### config.mk
export PLATFORM = sky130hd
export DESIGN_NAME = mcyc_clkrst_ctrl
export DESIGN_NICKNAME = d
export VERILOG_FILES = /design/src/rtl/mcyc_pkg.sv /design/src/rtl/mcyc_ckreg.sv /design/src/rtl/mcyc_cycle_gen.sv /design/src/rtl/mcyc_rst_filter.sv /design/src/rtl/mcyc_clkrst_ctrl.sv
export SDC_FILE = /design/constraint.sdc
export NUM_CORES = 1
export LEC_CHECK = 0
export BUFFER_PORTS_ARGS = -buffer_cell sky130_fd_sc_hd__buf_2
export CORE_UTILIZATION = 35
export CTS_BUF_LIST = sky130_fd_sc_hd__clkbuf_16
export CTS_CLUSTER_SIZE = 40
export DETAILED_ROUTE_END_ITERATION = 6
export PLACE_DENSITY = 0.71
export RECOVER_POWER = 100
export SLEW_MARGIN = 20
export SYNTH_ARGS = -nofsm -noshare
export SYNTH_HDL_FRONTEND = slang
export SYNTH_SLANG_ARGS = --single-unit
### constraint.sdc
create_clock -name clk_osc -period 2.8 [get_ports clk_osc]
set_clock_uncertainty 0.15 [all_clocks]
set_input_delay 0.14 -clock clk_osc [delete_from_list [all_inputs] [get_ports clk_osc]]
set_output_delay 0.14 -clock clk_osc [all_outputs]
set_load 0.02 [all_outputs]
### src/rtl/mcyc_pkg.sv
package mcyc_pkg;
   localparam int unsigned MC_SLOW_DEF  = 12;
   localparam int unsigned MC_FAST_DEF  = 6;
   localparam int unsigned MC_PHASES    = 3;
   localparam int unsigned RST_MIN_DEF  = 2;
   localparam int unsigned SYNC_DEF     = 2;
   localparam logic [7:0]  CKREG_ADDR   = 8'h8F;

   typedef enum logic {
      MODE_SLOW = 1'b0,
      MODE_FAST = 1'b1
   } mc_mode_e;
endpackage

### src/rtl/mcyc_ckreg.sv
module mcyc_ckreg #(
   parameter logic [7:0] ADDR = mcyc_pkg::CKREG_ADDR
) (
   input  logic       clk,
   input  logic       por_n,
   input  logic       core_rst,
   input  logic [7:0] addr,
   input  logic       wr,
   input  logic [7:0] wdata,
   output logic [7:0] rdata,
   output logic       div_sel
);
   logic sel_q;
   logic hit;

   assign hit = (addr == ADDR);

   always_ff @(posedge clk or negedge por_n) begin
      if (!por_n)             sel_q <= 1'b0;
      else if (core_rst)      sel_q <= 1'b0;
      else if (wr && hit)     sel_q <= wdata[0];
   end

   assign rdata   = hit ? {7'b0, sel_q} : 8'h00;
   assign div_sel = sel_q;

   p_write_readback_r1: assert property (@(posedge clk) disable iff (!por_n)
      (wr && hit && !core_rst) |=> (rdata == ($past(wdata) & 8'h01)));
   p_other_addr_ignored_r1: assert property (@(posedge clk) disable iff (!por_n)
      (wr && !hit && !core_rst) |=> $stable(sel_q));
   p_clear_in_reset_r9: assert property (@(posedge clk) disable iff (!por_n)
      core_rst |=> !sel_q);
endmodule

### src/rtl/mcyc_cycle_gen.sv
module mcyc_cycle_gen #(
   parameter int unsigned SLOW = mcyc_pkg::MC_SLOW_DEF,
   parameter int unsigned FAST = mcyc_pkg::MC_FAST_DEF
) (
   input  logic       clk,
   input  logic       por_n,
   input  logic       req_fast,
   output logic       stb,
   output logic [1:0] phase,
   output logic       fast_q
);
   localparam int unsigned LW     = $clog2(SLOW);
   localparam int unsigned STEP_S = SLOW / mcyc_pkg::MC_PHASES;
   localparam int unsigned STEP_F = FAST / mcyc_pkg::MC_PHASES;
   localparam bit POW2 = ((STEP_S & (STEP_S - 1)) == 0) && ((STEP_F & (STEP_F - 1)) == 0);

   if (SLOW % mcyc_pkg::MC_PHASES != 0) begin : g_bad_slow
      $error("SLOW must be a multiple of the phase count");
   end
   if (FAST % mcyc_pkg::MC_PHASES != 0) begin : g_bad_fast
      $error("FAST must be a multiple of the phase count");
   end
   if (FAST >= SLOW || FAST < mcyc_pkg::MC_PHASES) begin : g_bad_order
      $error("FAST must be at least the phase count and below SLOW");
   end

   logic [LW-1:0] cnt;
   logic          at_last;

   assign at_last = fast_q ? (cnt == LW'(FAST - 1)) : (cnt == LW'(SLOW - 1));

   always_ff @(posedge clk or negedge por_n) begin
      if (!por_n) begin
         cnt    <= '0;
         fast_q <= mcyc_pkg::MODE_SLOW;
      end else if (at_last) begin
         cnt    <= '0;
         fast_q <= req_fast;
      end else begin
         cnt    <= cnt + 1'b1;
      end
   end

   assign stb = (cnt == '0);

   if (POW2) begin : g_phase_shift
      always_comb begin
         phase = fast_q ? 2'(cnt >> $clog2(STEP_F)) : 2'(cnt >> $clog2(STEP_S));
      end
   end else begin : g_phase_div
      always_comb begin
         phase = fast_q ? 2'(cnt / LW'(STEP_F)) : 2'(cnt / LW'(STEP_S));
      end
   end

   p_stb_single_r4: assert property (@(posedge clk) disable iff (!por_n)
      stb |=> !stb);
   p_phase_step_r4: assert property (@(posedge clk) disable iff (!por_n)
      !stb |-> (phase == $past(phase) || phase == $past(phase) + 2'd1));
   p_strobe_phase_r4: assert property (@(posedge clk) disable iff (!por_n)
      stb |=> (phase == 2'd0));
   p_mode_at_boundary_r5: assert property (@(posedge clk) disable iff (!por_n)
      (fast_q != $past(fast_q)) |-> stb);
   p_cnt_range_r3: assert property (@(posedge clk) disable iff (!por_n)
      fast_q |-> (cnt < LW'(FAST)));
endmodule

### src/rtl/mcyc_rst_filter.sv
module mcyc_rst_filter #(
   parameter int unsigned STAGES = mcyc_pkg::SYNC_DEF,
   parameter int unsigned MIN_MC = mcyc_pkg::RST_MIN_DEF,
   parameter int unsigned SLOW   = mcyc_pkg::MC_SLOW_DEF,
   parameter int unsigned FAST   = mcyc_pkg::MC_FAST_DEF
) (
   input  logic clk,
   input  logic por_n,
   input  logic fast,
   input  logic rst_pin,
   input  logic ea_pin,
   output logic core_rst,
   output logic ea_q
);
   localparam int unsigned THR_S = MIN_MC * SLOW;
   localparam int unsigned THR_F = MIN_MC * FAST;
   localparam int unsigned CW    = $clog2(THR_S + 1);

   if (STAGES < 2) begin : g_bad_sync
      $error("STAGES must be at least 2");
   end
   if (MIN_MC < 1) begin : g_bad_min
      $error("MIN_MC must be at least 1");
   end

   logic [STAGES-1:0] sync_q;
   logic              rst_s;

   always_ff @(posedge clk or negedge por_n) begin
      if (!por_n) sync_q <= '0;
      else        sync_q <= {sync_q[STAGES-2:0], rst_pin};
   end
   assign rst_s = sync_q[STAGES-1];

   logic [CW-1:0] hi_cnt;
   logic [CW:0]   hi_nxt;
   logic [CW:0]   thr;
   logic          acc;

   assign hi_nxt = {1'b0, hi_cnt} + 1'b1;
   assign thr    = fast ? (CW+1)'(THR_F) : (CW+1)'(THR_S);

   always_ff @(posedge clk or negedge por_n) begin
      if (!por_n) begin
         hi_cnt <= '0;
         acc    <= 1'b1;
         ea_q   <= 1'b0;
      end else if (rst_s) begin
         if (hi_nxt <= (CW+1)'(THR_S)) hi_cnt <= hi_nxt[CW-1:0];
         if (hi_nxt >= thr)            acc    <= 1'b1;
      end else begin
         hi_cnt <= '0;
         if (acc) begin
            acc  <= 1'b0;
            ea_q <= ea_pin;
         end
      end
   end

   assign core_rst = acc;

   p_accept_needs_high_r6: assert property (@(posedge clk) disable iff (!por_n)
      $rose(acc) |-> $past(rst_s));
   p_release_needs_low_r7: assert property (@(posedge clk) disable iff (!por_n)
      $fell(acc) |-> !$past(rst_s));
   p_ea_hold_r8: assert property (@(posedge clk) disable iff (!por_n)
      (!acc && !$past(acc)) |-> $stable(ea_q));
endmodule

### src/rtl/mcyc_clkrst_ctrl.sv
module mcyc_clkrst_ctrl #(
   parameter int unsigned MC_SLOW     = mcyc_pkg::MC_SLOW_DEF,
   parameter int unsigned MC_FAST     = mcyc_pkg::MC_FAST_DEF,
   parameter int unsigned RST_MIN_MC  = mcyc_pkg::RST_MIN_DEF,
   parameter int unsigned SYNC_STAGES = mcyc_pkg::SYNC_DEF,
   parameter logic [7:0]  REG_ADDR    = mcyc_pkg::CKREG_ADDR
) (
   input  logic       clk_osc,
   input  logic       por_n,
   input  logic       fuse_6clk,
   input  logic       rst_pin,
   input  logic       ea_pin,
   input  logic [7:0] sfr_addr,
   input  logic       sfr_wr,
   input  logic [7:0] sfr_wdata,
   output logic [7:0] sfr_rdata,
   output logic       mcyc_stb,
   output logic [1:0] mcyc_phase,
   output logic       fast_mode,
   output logic       core_rst,
   output logic       ea_latched
);
   logic div_sel;
   logic req_fast;

   assign req_fast = fuse_6clk | div_sel;

   mcyc_ckreg #(.ADDR(REG_ADDR)) u_ckreg (
      .clk(clk_osc), .por_n(por_n), .core_rst(core_rst),
      .addr(sfr_addr), .wr(sfr_wr), .wdata(sfr_wdata),
      .rdata(sfr_rdata), .div_sel(div_sel)
   );

   mcyc_cycle_gen #(.SLOW(MC_SLOW), .FAST(MC_FAST)) u_cycle (
      .clk(clk_osc), .por_n(por_n), .req_fast(req_fast),
      .stb(mcyc_stb), .phase(mcyc_phase), .fast_q(fast_mode)
   );

   mcyc_rst_filter #(.STAGES(SYNC_STAGES), .MIN_MC(RST_MIN_MC),
                     .SLOW(MC_SLOW), .FAST(MC_FAST)) u_rstf (
      .clk(clk_osc), .por_n(por_n), .fast(fast_mode),
      .rst_pin(rst_pin), .ea_pin(ea_pin),
      .core_rst(core_rst), .ea_q(ea_latched)
   );

   p_fuse_forces_fast_r3: assert property (@(posedge clk_osc) disable iff (!por_n)
      (mcyc_stb && $past(fuse_6clk)) |-> fast_mode);
endmodule

Word level (Yosys, flattened, before mapping)
Cells that the tools add are included.

Bits in registers: 15. Bits of input ports: 22. Logic and storage cells: 33.

Add/subtract/negate cells: 2. Order comparisons: 2. Equality and inequality tests: 5. Multiplexer cells: 11. Bitwise logic cells: 2. Reductions and logical operators: 4.

Operators with widths (number): $mux W5 (3); $eq A8 B8 Y1 const B (1); $add A5 B1 Y6 const B (1); $ge A6 B6 Y1 (1); $le A6 B5 Y1 const B (1); $mux W1 (6); $add A4 B1 Y4 const B (1); $eq A4 B3 Y1 const B (1); $eq A4 B4 Y1 const B (1); $logic_not A4 Y1 (1); $mux W4 (1); $ne A2 B2 Y1 const B (2); $mux W2 (1); $reduce_and A2 Y1 (1); $reduce_bool A2 Y1 (1); $logic_and A1 B1 Y1 (1); $not A1 Y1 (1); $or A1 B1 Y1 (1).

Depth between registers and ports, before layout
Depth in word-level cells: 4. Depth in mapped cells: 7.

Hierarchy
Synthesis repeated with hierarchy kept, for this count alone.

Cell total of the unflattened synthesis: 85. Area, all modules: 923.4 µm².

By module, submodules not included: mcyc_rst_filter (instances 1, cells an instance 38, area an instance 444.2 µm²); mcyc_cycle_gen (instances 1, cells an instance 27, area an instance 300.3 µm²); mcyc_ckreg (instances 1, cells an instance 19, area an instance 172.7 µm²); mcyc_clkrst_ctrl (instances 1, cells an instance 1, area an instance 6.3 µm²).

Worst setup path after synthesis
OpenSTA, ideal clock, no wires.

Path kind: register to register. Start: register u_rstf.hi_cnt[0]. End: register u_rstf.acc (netlist: u_rstf.core_rst). Setup time: 79 ps. Arrival: 1496 ps. Setup slack: 1075 ps. Cell stages (with the launch flop): 7. Path buffers: 0. Path through: dfrtp_1 ha_1 nand3_1 xnor2_1 ha_1 a311o_1 a22o_1.

Longest elaborated chain between the ends: 3.

RTL lines: from (decl) (line mcyc_rst_filter.sv:35) `logic [CW-1:0] hi_cnt;`; from (signal assigned) (line mcyc_rst_filter.sv:49) `if (hi_nxt <= (CW+1)'(THR_S)) hi_cnt <= hi_nxt[CW-1:0];`; $add A5 B1 Y6 (line mcyc_rst_filter.sv:40) `assign hi_nxt = {1'b0, hi_cnt} + 1'b1;`; $ge A6 B6 Y1 (line mcyc_rst_filter.sv:50) `if (hi_nxt >= thr) acc <= 1'b1;`; $ne A2 B2 Y1 (no source line); to (signal assigned) (line mcyc_rst_filter.sv:46) `acc <= 1'b1;`; to (signal assigned) (line mcyc_rst_filter.sv:50); to (signal assigned) (line mcyc_rst_filter.sv:54) `acc <= 1'b0;`; to (decl) (line mcyc_rst_filter.sv:38) `logic acc;`.

No other way between the ends. A chain may end at the register's enable or synchronous reset.

Worst setup path in the final report
Same ends and word-level chain as after synthesis.

==> flow_summary.yaml <==
status:
  status: "complete, no violations"
clock_network:
  cts_htree_levels: 1
  clk_pin_slew_ns: 0.05
  cts_buffer_depth: 2
  clock_sinks: 15
  cts_buffers: 3
  cts-root-buf: "clkbuf_16"
  insertion_delay_ns: 0.24
  cts_tree: "built"
min_path:
  hold_path_end: "u_ckreg.div_sel"
  holdPathStages: 3
  hold_path.class: "in2reg"
  min_from: "sfr_wdata[0]"
sta:
  period_share_pct: 64.89
  rsz0062_at_grt: "no"
  period_needed_ns: 1.817
  setup_viol: 0
  tightestPinTransition_ns: 0.8149
  tns_ns: 0
  slew_violations: 0
  relSlewSlack_pct: 45.68
  fmax_mhz: 550.4
  hold_viol: 0
finish:
  drive_above_1_share_pct: 17.70
  final_cell_mix: "dfrtp_1, buf_2, clkbuf_1"
  area_growth_pct: 23.00
  fin_nets: 142
  final_common_cell: "dfrtp_1"
  diodes: 0
synth:
  yosysWarnings: 0
  syn-cell-area_um2: 892.1
  synth_top_family_by_area: "simple AND/OR/NAND/NOR gates"
  yosys.area_share.simple_pct: 19.50
  synth-adder-area-share_pct: 8.415
  syn_area_per_cell_um2: 10.25
  ys_ff_latch: 15
  netlist_instances: 87
  muxShareOfSynthArea_pct: 4.909
  yosysUniqueCellTypes: 33
  synth_compound_area_share_pct: 9.818
  synth-xor-area-share_pct: 5.891
  ys_seq_area_share_pct: 42.22
worst_setup_path:
  cp.arrival_ns: 1.84
  timing.rr.end: "u_rstf.core_rst"
  reg2reg_slack_ns: 0.98
  ff2ff_path_depth: 6
  cp_data_required_time_ns: 2.82
  critPathLaunchType: "flip-flop"
  worstSetupPathType: "reg2reg"
  r2r-start: "u_rstf.hi_cnt[0]"
  crit_fanout: 4
  endpoint_kind: "flip-flop"
power:
  p_total_uw: 559.0
  power.density_nw_per_um2: 509.5
  p_leak_nw: 0.5501
  ir_drop_uv: 407.9
die:
  initial_core_util_pct: 38.83
  core.rowCount: 17
  die-height_um: 52.49
  core_area_um2: 2297
  dieArea_um2: 2755
  die_w_um: 52.49
  io_pins: 36
place:
  port_buffers: 21
  hpwl_um: 1086
  gp_congestion: 0.7249
grt:
  grt_pass1_wl_um: 2449
  first_global_vias: 601
  antenna_found_initial: 0
  grtUsageTotal_pct: 12.69
  grt_max_degree: 16
  overflow: 0
drt:
  wirelength_um: 1524
  via_count: 674
  drc: 0
  ant_nets: 0
  wl_per_cell_um: 10.81
  vias_per_cell: 4.780
  firstDrtPassIters: 3
  drt_iter0_markers: 1
flow_run:
  drv_cap: 0
[power breakdown]
part           total, mW  switching (mW)  internal [mW]
clock network      0.269          0.0807          0.189
logic             0.0525          0.0283         0.0242
registers          0.237          0.0111          0.226
[metal layers]
metal | track usage [%] | share of wire [%] | vias to the layer above
li1 | - | - | 335
met1 | 13.98 | 47 | 309
met4 | 6.579 | 1.4 | 0
met3 | 5.217 | 7.5 | 4
met2 | 20.68 | 44 | 26
met5 | 0 | 0 | -
[through the flow]
stage	utilization, %	area [um^2]	hold slack [ns]	setup slack, ns	std cells
after detailed placement	43.46	998.5	-0.08800	0.9778	134
after global routing	47.77	1097	0.04077	0.8603	141
after global placement	43.46	998.5	-0.08803	0.9991	134
after floorplan	-	914.6	-0.3056	1.075	93
after CTS	48.20	1107	0.01067	0.9647	141
final	47.77	1097	0.009044	0.9830	141
[synth_stat cells (all sizes together)]
master / n / area (um^2)
a21boi: 3 / 22.52
a21oi: 1 / 5.000
a22o: 2 / 17.52
a311o: 1 / 10.01
and2: 4 / 25.02
and3: 1 / 6.260
buf: 7 / 52.55
clkbuf: 1 / 3.750
conb: 1 / 3.750
dfrtp: 14 / 350.3
dfstp: 1 / 26.28
ha: 6 / 75.07
inv: 6 / 22.52
mux2: 3 / 33.78
mux2i: 1 / 10.01
nand2: 5 / 18.77
nand2b: 4 / 25.02
nand3: 3 / 15.01
nand3b: 1 / 7.510
nand4: 1 / 6.260
nor2: 1 / 3.750
nor2b: 2 / 12.51
nor3b: 1 / 7.510
nor4: 2 / 12.51
nor4bb: 2 / 20.02
o211a: 1 / 10.01
o21ai: 3 / 15.01
o21bai: 1 / 7.510
or2: 1 / 6.260
or4: 1 / 7.510
xnor2: 2 / 17.52
xor2: 4 / 35.03
[sequential cells by signal, indices dropped and copies added (netlist names)]
signal,flops
u_cycle.fast_q,1
u_rstf.hi_cnt,5
u_rstf.ea_q,1
u_cycle.cnt,4
u_rstf.sync_q,2
u_rstf.core_rst,1
u_ckreg.div_sel,1
[how the worst max path moves through the flow]
stage | start | to | slack (ns)
final | u_rstf.hi_cnt[0] | u_rstf.core_rst | 0.98
after global routing | u_rstf.hi_cnt[0] | u_rstf.core_rst | 0.86
after CTS | u_rstf.hi_cnt[0] | u_rstf.core_rst | 0.96
after detailed placement | u_rstf.hi_cnt[0] | u_rstf.core_rst | 0.98
after global placement | u_rstf.hi_cnt[0] | u_rstf.core_rst | 1.0
after floorplan | u_rstf.hi_cnt[0] | u_rstf.core_rst | 1.08
[area by class of cell]
cell class / count / area, um^2
Fill cell: 213 / 1200
Inverter: 6 / 22.52
Sequential cell: 15 / 376.6
Clock inverter: 1 / 3.754
Multi-Input combinational cell: 64 / 459.2
Tap cell: 28 / 35.03
Clock buffer: 3 / 75.07
Timing Repair Buffer: 24 / 125.1
[critical path: stages (launching register included)]
cell and delay, ns:
dfrtp_1 0.39, ha_1 0.22, nand3_1 0.11, xnor2_1 0.15, ha_1 0.18, a311o_1 0.31, a22o_1 0.23
[repair_timing]
action,CTS,global route
hold buffers,3,0
setup buffers,0,0
gates resized for setup,0,0
hold endpoints to repair,17,0
[cell families after synthesis]
| logic type | count (synthesis) |
|---|---|
| and+or+nand+nor | 29 |
| DFF | 15 |
| buffers and inverters | 14 |
| AOI/OAI and AO/OA | 12 |
| adders and majority gates | 6 |
| xor gates and xnor gates | 6 |
| muxes | 4 |
| other | 1 |
Power figures use the tool's default switching activity.
